--- src/rtl/jtag_dr_pkg.sv ---
package jtag_dr_pkg;

  typedef enum logic [1:0] {
    DR_ID    = 2'd0,
    DR_BSCAN = 2'd1,
    DR_RST   = 2'd2,
    DR_BYP   = 2'd3
  } dr_sel_t;

  localparam logic [3:0] OP_IDCODE  = 4'h1;
  localparam logic [3:0] OP_PRELOAD = 4'h2;
  localparam logic [3:0] OP_DEVRST  = 4'hC;
  localparam logic [3:0] OP_BYPASS  = 4'hF;

  // Opcode to data-register selection; Test-Logic-Reset forces the ID path.
  function automatic dr_sel_t decode_op(input logic [3:0] op, input logic in_tlr);
    if (in_tlr) return DR_ID;
    case (op)
      OP_IDCODE:  return DR_ID;
      OP_PRELOAD: return DR_BSCAN;
      OP_DEVRST:  return DR_RST;
      default:    return DR_BYP;
    endcase
  endfunction

endpackage

--- src/rtl/jtag_scan_stage.sv ---
module jtag_scan_stage #(
  parameter int         W       = 8,
  parameter logic [W-1:0] RST_VAL = '0
) (
  input  logic         tck,
  input  logic         trst_n,
  input  logic         clr,
  input  logic         cap_en,
  input  logic [W-1:0] cap_val,
  input  logic         shift_en,
  input  logic         tdi,
  output logic [W-1:0] q
);

  logic [W-1:0] shifted;

  generate
    if (W == 1) begin : g_single
      assign shifted = tdi;
    end else begin : g_multi
      assign shifted = {tdi, q[W-1:1]};
    end
  endgenerate

  always_ff @(posedge tck or negedge trst_n) begin
    if (!trst_n)       q <= RST_VAL;
    else if (clr)      q <= RST_VAL;
    else if (cap_en)   q <= cap_val;
    else if (shift_en) q <= shifted;
  end

endmodule

--- src/rtl/jtag_preload_bank.sv ---
module jtag_preload_bank #(
  parameter int W = 8
) (
  input  logic         tck,
  input  logic         trst_n,
  input  logic         load,
  input  logic [W-1:0] chain,
  output logic [W-1:0] latch_q
);

  always_ff @(posedge tck or negedge trst_n) begin
    if (!trst_n)   latch_q <= '0;
    else if (load) latch_q <= chain;
  end

endmodule

--- src/rtl/jtag_dr_select.sv ---
module jtag_dr_select
  import jtag_dr_pkg::*;
#(
  parameter int          BS_LEN   = 8,
  parameter logic [31:0] ID_VALUE = 32'h1A2B_3C5D
) (
  input  logic              tck,
  input  logic              trst_n,
  input  logic              tlr_state,
  input  logic [3:0]        ir_code,
  input  logic              capture_dr,
  input  logic              shift_dr,
  input  logic              update_dr,
  input  logic              tdi,
  input  logic [BS_LEN-1:0] pins_in,
  output logic              tdo,
  output logic              device_reset,
  output logic [BS_LEN-1:0] preload_latch
);

  localparam int ID_W = 32;

  dr_sel_t dr_sel;
  assign dr_sel = decode_op(ir_code, tlr_state);

  // Strobe priority: capture, then shift, then update.
  logic do_cap, do_shift, do_upd;
  assign do_cap   = capture_dr;
  assign do_shift = shift_dr & ~capture_dr;
  assign do_upd   = update_dr & ~capture_dr & ~shift_dr;

  logic sel_id, sel_bs, sel_rst, sel_byp;
  assign sel_id  = (dr_sel == DR_ID);
  assign sel_bs  = (dr_sel == DR_BSCAN);
  assign sel_rst = (dr_sel == DR_RST);
  assign sel_byp = (dr_sel == DR_BYP);

  logic [ID_W-1:0]   id_q;
  logic [BS_LEN-1:0] chain_q;
  logic              rst_q;
  logic              bypass_q;
  logic              bs_update;

  jtag_scan_stage #(.W(ID_W), .RST_VAL(ID_VALUE)) u_id (
    .tck(tck), .trst_n(trst_n), .clr(1'b0),
    .cap_en(do_cap & sel_id), .cap_val(ID_VALUE),
    .shift_en(do_shift & sel_id), .tdi(tdi), .q(id_q)
  );

  jtag_scan_stage #(.W(BS_LEN), .RST_VAL('0)) u_chain (
    .tck(tck), .trst_n(trst_n), .clr(1'b0),
    .cap_en(do_cap & sel_bs), .cap_val(pins_in),
    .shift_en(do_shift & sel_bs), .tdi(tdi), .q(chain_q)
  );

  // Reset bit: no capture action, cleared in Test-Logic-Reset.
  jtag_scan_stage #(.W(1), .RST_VAL(1'b0)) u_rstbit (
    .tck(tck), .trst_n(trst_n), .clr(tlr_state),
    .cap_en(1'b0), .cap_val(1'b0),
    .shift_en(do_shift & sel_rst), .tdi(tdi), .q(rst_q)
  );

  jtag_scan_stage #(.W(1), .RST_VAL(1'b0)) u_bypass (
    .tck(tck), .trst_n(trst_n), .clr(1'b0),
    .cap_en(do_cap & sel_byp), .cap_val(1'b0),
    .shift_en(do_shift & sel_byp), .tdi(tdi), .q(bypass_q)
  );

  assign bs_update = do_upd & sel_bs;

  jtag_preload_bank #(.W(BS_LEN)) u_preload (
    .tck(tck), .trst_n(trst_n), .load(bs_update),
    .chain(chain_q), .latch_q(preload_latch)
  );

  assign device_reset = rst_q;

  logic tdo_src;
  always_comb begin
    case (dr_sel)
      DR_ID:    tdo_src = id_q[0];
      DR_BSCAN: tdo_src = chain_q[0];
      DR_RST:   tdo_src = rst_q;
      default:  tdo_src = bypass_q;
    endcase
  end

  always_ff @(negedge tck or negedge trst_n) begin
    if (!trst_n) tdo <= 1'b0;
    else         tdo <= tdo_src;
  end

endmodule

--- config.mk ---
export PLATFORM = sky130hd
export DESIGN_NAME = jtag_dr_select
export DESIGN_NICKNAME = d
export VERILOG_FILES = /design/src/rtl/jtag_dr_pkg.sv /design/src/rtl/jtag_scan_stage.sv /design/src/rtl/jtag_preload_bank.sv /design/src/rtl/jtag_dr_select.sv
export SDC_FILE = /design/constraint.sdc
export NUM_CORES = 1
export LEC_CHECK = 0
export CAP_MARGIN = 20
export CORE_MARGIN = 5
export CORE_UTILIZATION = 65
export CTS_BUF_LIST = sky130_fd_sc_hd__clkbuf_8
export DETAILED_ROUTE_END_ITERATION = 16
export DONT_BUFFER_PORTS = 1
export GPL_TIMING_DRIVEN = 0
export PLACE_DENSITY = 0.81
export SETUP_SLACK_MARGIN = 0.1
export SKIP_LAST_GASP = 1
export SLEW_MARGIN = 25
export SYNTH_ARGS = -nofsm -noshare
export SYNTH_HDL_FRONTEND = slang
export SYNTH_SLANG_ARGS = --single-unit
--- constraint.sdc ---
create_clock -name tck -period 1.3 [get_ports tck]
set_clock_uncertainty 0.1 [all_clocks]
set_input_delay 0.26 -clock tck [delete_from_list [all_inputs] [get_ports tck]]
set_output_delay 0.26 -clock tck [all_outputs]
set_load 0.005 [all_outputs]
==> results of run 1 <==
[state kept, by name, summed over array words and instances (netlist names)]
signal	flops
u_bypass.q	1
tdo	1
u_id.q	32
u_chain.q	8
u_preload.latch_q	8
u_rstbit.q	1
[cells by family after synthesis]
group	after synthesis	synth area share [%]
compound gates	93	24.1
simple gates	53	11.6
flops	51	55.2
buf+inv	17	3.62
mux	9	5.54
[repair_timing]
item | CTS | global route
resized for setup | 8 | 22
buffers inserted | 4 | 4
pin swaps | 9 | 9
endpoints found under the hold margin | 50 | 50
cloned | 1 | 1
endpoints found under the setup margin | 32 | 44
[worst reg2reg max path: stages (launching register included)]
cell,delay [ns]
dfrtp_1,0.42
a32oi_1,0.22
a21oi_1,0.09
[cells in the final DEF, fill, tap and decap left out, drive strengths merged, types with 2 or more instances in the layout]
cell type / instances
dfrtp: 34
o22ai: 30
a21oi: 25
nor2: 22
nand2: 19
o21ai: 18
dfstp: 16
a22oi: 15
buf: 14
clkbuf: 14
mux2: 8
inv: 4
nand3: 3
or4b: 2
nor4b: 2
[area by class of cell]
| type | count | area [sq um] |
|---|---|---|
| Buffer | 14 | 126 |
| Clock buffer | 5 | 68.8 |
| Clock inverter | 3 | 37.5 |
| Fill cell | 169 | 554 |
| Inverter | 3 | 12.5 |
| Multi-Input combinational cell | 155 | 1150 |
| Sequential cell | 51 | 1300 |
| Tap cell | 46 | 57.6 |
| Timing Repair Buffer | 10 | 108 |
[routing by layer]
| metal | GRT usage [%] | vias up | wire, microns |
|---|---|---|---|
| met1 | 33.6 | 1017 | 2600 |
| met3 | 5.16 | 27 | 351 |
| met2 | 40.9 | 105 | 3370 |
| li1 | - | 876 | - |
| met5 | 0 | - | 0 |
| met4 | 13.2 | 0 | 266 |
[worst max-delay path by stage]
stage,to,slack (ns),cells after the start
after floorplan,tdo$_DFF_NN0_,-0.67,3
after global placement,tdo$_DFF_NN0_,-0.71,4
after detailed placement,tdo$_DFF_NN0_,-0.71,3
after CTS,tdo,-0.43,0
after global routing,tdo,-0.44,0
final,tdo,-0.42,0
[report_power, final]
group / internal [mW] / total [mW] / leakage [nW] / switching [mW]
clock network: 0.561 / 1.08 / 0.0607 / 0.516
registers: 1.79 / 1.95 / 0.640 / 0.164
logic: 0.253 / 0.530 / 0.486 / 0.277
total: 2.60 / 3.56 / 1.19 / 0.957
==> qor.txt, run 1 <==
Setup slack at placement = -0.711 ns
Final core utilization = 83.8%
Global-route wire length before repair = 9910 microns
Leak pwr = 1.19 nW
Rows = 21
Die area = 4920 sq um
CP max FO = 1
Seq/Total Area, Yosys = 55.2%
Final ANT Viol Nets = 0
Actual slew at the worst max-slew pin = 0.685 ns
EDFF count, synth = 0
Inserted Diodes = 0
FF-to-FF path depth = 2
Vias per Instance = 7.06
Vias post-DR = 2025
Failing checks = hold timing, setup timing
Area of the mapped netlist = 2350 sq um
First-pass iteration count of the detailed router = 4
Total of max-cap violations = 0
Starting Density = 68.8%
Worst setup path start = tdo$_DFF_NN0_
Share of layout cells above drive strength 1 = 34.9%
Die Y = 70.1 microns
# H-tree levels = 2
Worst reg-to-reg setup slack = -0.33 ns
I/O Buffers = 0
GRT Total Usage = 25.8%
I/O Pins = 29
Fin Hold WS = -0.469 ns
Layout Cells excl Fill = 287
Largest cells by area after synthesis = dfrtp_1 36%, dfstp_2 18%, o22ai_1 8.0%, a21oi_1 5.1%, mux2_4 5.1%
Largest net degree at the start of global routing = 52
CTS tree = yes
Arrival time at the worst endpoint = 1.36 ns
Fraction of registers with async set/reset = 100%
Final Hold Violating Endpoints = 50
Die width = 70.1 microns
Worst-path clk slew = 0.09 ns
Initial DRC count = 198
Number of CTS-inserted buffers = 5
Synth top area share = 36.2%
Pwr per Cell Area = 1240 nW/um^2
Design area = 2860 sq um
DPL Wire Length = 3710 microns
Syn_nets = 242
VDD IR-drop max = 0.00108 V
Core Region = 3420 sq um
Setup violators final = 25
Maximum clock path buffer count = 2
Final WS setup = -0.423 ns
Status = finished with violations
Crit Path Category = flip-flop to output pin
Area leader, netlist = dfrtp_1
DRC = 0
Register bit total from synthesis = 51
Top cells by count, synth = 34 x dfrtp_1, 30 x o22ai_1, 24 x a21oi_1
Vias in the first global route = 1965
Avg Inst Size Synth = 10.5 sq um
Type of destination of the critical path = output pin
Pwr Total = 3.56 mW
Hold Path Class = primary input to async pin
CP Data Required Time = 0.94 ns
RD Place Congestion = 0.871
Final wirelength = 6580 microns
Grt total ovfl = 0
RSZ-0062 raised after global routing = true
Post-Route Setup TNS = -3.53 ns
Main synth FF type = dfrtp_1
Reg2reg end = tdo$_DFF_NN0_
Slew Viols, Final = 0
WL per Instance = 22.9 microns
Area after DPL = 2540 sq um
Ys Warns = 0
Initial antenna violation count = 0
Area Growth Syn to Fin = 21.8%
Mapped Cells = 223
Clock root cell = clkbuf_8
Final nets = 259
Netlist cell types = 36
Slew HR = 54.4%
Insertion delay to the later sink of the worst-skew pair = 0.31 ns
Worst R2R Start = u_rstbit.q$_DFFE_PN0P_
Number of clock sinks = 51
Count leader, synth = dfrtp_1
Placed Cells = 269
Startpoint types = flip-flop
Power figures use the tool's default switching activity.
==> run 2: changes to the inputs <==
--- a/config.mk
+++ b/config.mk
@@ -7,12 +7,11 @@
 export LEC_CHECK = 0
 export CAP_MARGIN = 20
 export CORE_MARGIN = 5
-export CORE_UTILIZATION = 65
+export CORE_UTILIZATION = 41
 export CTS_BUF_LIST = sky130_fd_sc_hd__clkbuf_8
 export DETAILED_ROUTE_END_ITERATION = 16
 export DONT_BUFFER_PORTS = 1
 export GPL_TIMING_DRIVEN = 0
-export PLACE_DENSITY = 0.81
 export SETUP_SLACK_MARGIN = 0.1
 export SKIP_LAST_GASP = 1
 export SLEW_MARGIN = 25
==> constraint.sdc (replaced) <==
create_clock -name tck -period 1.3 [get_ports tck]
set_clock_uncertainty 0.1 [all_clocks]
set_input_delay 0.13 -clock tck [delete_from_list [all_inputs] [get_ports tck]]
set_output_delay 0.13 -clock tck [all_outputs]
set_load 0.005 [all_outputs]
==> run 2 against run 1 <==
The run still ends with hold timing, setup timing left. Critical endpoint is now tdo$_DFF_NN0_. Utilization is 33 points lower. Routed wire length is 19% lower. Die area is 49% higher. Register-to-register slack hardly changed. Critical path depth is 2 higher.
==> qor.txt, run 2 (synthesized netlist as in run 1, its figures left out) <==
Initial antenna violation count = 0 (unchanged)
Clock root cell = clkbuf_8 (unchanged)
Slew Viols, Final = 0 (unchanged)
GRT Total Usage = 15.4% (was 25.8%)
Most frequent cells in the layout = 34 x dfrtp_1, 30 x o22ai_1, 24 x a21oi_1 (was 34 x dfrtp_1, 29 x o22ai_1, 23 x a21oi_1)
WL per Instance = 16.8 microns (was 22.9 microns)
Inserted Diodes = 0 (unchanged)
Critical path, cell by cell = a32oi_1 > a21oi_1
Final wirelength = 5340 microns (was 6580 microns)
Commonest non-fill, non-tap cell in the layout = dfrtp_1 (unchanged)
Max reg flops = 32 (unchanged)
Worst-path clk slew = 0.10 ns (was 0.09 ns)
Final ANT Viol Nets = 0 (unchanged)
CP max FO = 3 (was 1)
DRC = 0 (unchanged)
Failing checks = hold timing, setup timing (unchanged)
Largest net degree at the start of global routing = 52 (unchanged)
RSZ-0062 raised after global routing = true (unchanged)
Slew HR = 54.7% (was 54.4%)
Total of max-cap violations = 0 (unchanged)
Biggest regs = u_id.q x32, u_chain.q x8, u_preload.latch_q x8 (unchanged)
Pwr Total = 3.47 mW (was 3.56 mW)
Area occupied by multi-input gates = 1060 sq um (was 1150 sq um)
Initial DRC count = 97 (was 198)
Reg with most FFs = u_id.q (unchanged)
Leak pwr = 1.13 nW (was 1.19 nW)
Share of layout cells above drive strength 1 = 26.1% (was 34.9%)
Crit Path Category = flip-flop to flip-flop (was flip-flop to output pin)
Die area = 7350 sq um (was 4920 sq um)
Final nets = 263 (was 259)
Actual slew at the worst max-slew pin = 0.680 ns (was 0.685 ns)
Number of clock sinks = 51 (unchanged)
Global-route wire length before repair = 9110 microns (was 9910 microns)
CTS tree = yes (unchanged)
Hold Path Class = primary input to async pin (unchanged)
Worst path bufs/invs = 0
Placed Cells = 295 (was 269)
# H-tree levels = 2 (unchanged)
Area Growth Syn to Fin = 19.8% (was 21.8%)
Sequential cell area = 1300 sq um (unchanged)
Setup slack at placement = -0.585 ns (was -0.711 ns)
Die Y = 85.7 microns (was 70.1 microns)
DPL Wire Length = 3490 microns (was 3710 microns)
CP max stage cell = dfrtp_1
Startpoint types = flip-flop (unchanged)
Status = finished with violations (unchanged)
Rows = 27 (was 21)
CP Data Required Time = 0.70 ns (was 0.94 ns)
Die width = 85.7 microns (was 70.1 microns)
I/O Buffers = 0 (unchanged)
RD Place Congestion = 0.771 (was 0.871)
Critical Path Max Stage Delay = 0.43 ns
I/O Pins = 29 (unchanged)
Vias post-DR = 1796 (was 2025)
Crit path max-delay family = flip-flops
First-pass iteration count of the detailed router = 4 (unchanged)
Layout Cells excl Fill = 317 (was 287)
Final WS setup = -0.336 ns (was -0.423 ns)
Core Region = 5540 sq um (was 3420 sq um)
Type of destination of the critical path = flip-flop (was output pin)
Pwr per Cell Area = 1230 nW/um^2 (was 1240 nW/um^2)
Maximum clock path buffer count = 2 (unchanged)
Starting Density = 42.4% (was 68.8%)
Filler cells = 516 (was 169)
VDD IR-drop max = 0.000676 V (was 0.00108 V)
Final Hold Violating Endpoints = 51 (was 50)
Vias per Instance = 5.67 (was 7.06)
Arrival time at the worst endpoint = 1.03 ns (was 1.36 ns)
Vias in the first global route = 1787 (was 1965)
Grt total ovfl = 0 (unchanged)
Setup violators final = 10 (was 25)
Insertion delay to the later sink of the worst-skew pair = 0.30 ns (was 0.31 ns)
Number of CTS-inserted buffers = 5 (unchanged)
Fin Hold WS = -0.593 ns (was -0.469 ns)
[run 2: changes by cell type in the layout (fill, tap and decap cells not counted), moves of 2 or more]
cell           delta
buf_1             +2
buf_4             -4
buf_6             -2
clkbuf_1          +2
clkbuf_2          -2
dlygate4sd3_1    +11
inv_1             -2
nand3_1           +2
nand3_2           -2
[run 2: timing repair]
action                                  CTS  global route
cloned                                    0             0
setup buffers                             2             1
endpoints found under the setup margin   40            38
endpoints found under the hold margin    61            52
hold buffers                             10             1
resized for setup                         2             3
pin swaps                                 4             0
[run 2: path summary, 6_finish.rpt]
path,startpoint,end,depth (start not counted),slack (ns)
hold / removal,trst_n,u_preload.latch_q[1]$_DFFE_PN0P_,0,-0.59
hold reg to reg,u_id.q[11]$_DFFE_PN1P_,u_id.q[11]$_DFFE_PN1P_,2,0.42
setup reg to reg,u_rstbit.q$_DFFE_PN0P_,tdo$_DFF_NN0_,2,-0.34
min in group tck,tdi,u_chain.q[7]$_DFFE_PN0P_,3,0.07
setup / recovery,u_rstbit.q$_DFFE_PN0P_,tdo$_DFF_NN0_,2,-0.34
max in group asynchronous,trst_n,tdo$_DFF_NN0_,0,1.02
[run 2: cell type report]
class / instances / share of cell area [%]
clock buffer: 5 / 2.45
timing repair buffer: 14 / 4.71
buffer: 14 / 3.96
tap: 72 / 3.20
sequential: 51 / 46.1
clock inverter: 3 / 1.56
inverter: 3 / 0.445
multi-input combinational: 155 / 37.6
[run 2: per-stage QoR]
| step | utilization, % | setup TNS (ns) | cell area, sq um |
|---|---|---|---|
| 3_5_place_dp | 46.2 | -13.28 | 2560 |
| 3_3_place_gp | 46.2 | -12.78 | 2560 |
| 5_1_grt | 50.8 | -1.38 | 2810 |
| 2_1_floorplan | - | -4.92 | 2470 |
| 4_1_cts | 50.4 | -0.761 | 2790 |
| 6_report | 50.8 | -0.772 | 2810 |
[run 2: per-layer routing]
metal	track usage, %	part of all wire [%]
met1	22.6	50
met2	22.7	45
met3	3.94	3.4
met4	3.88	0.96
met5	0	0
[run 2: where the power goes]
part / total (mW) / internal, mW / switching [mW]
clock: 1.10 / 0.574 / 0.525
combinational: 0.446 / 0.226 / 0.220
sequential: 1.92 / 1.78 / 0.140
total: 3.47 / 2.58 / 0.885
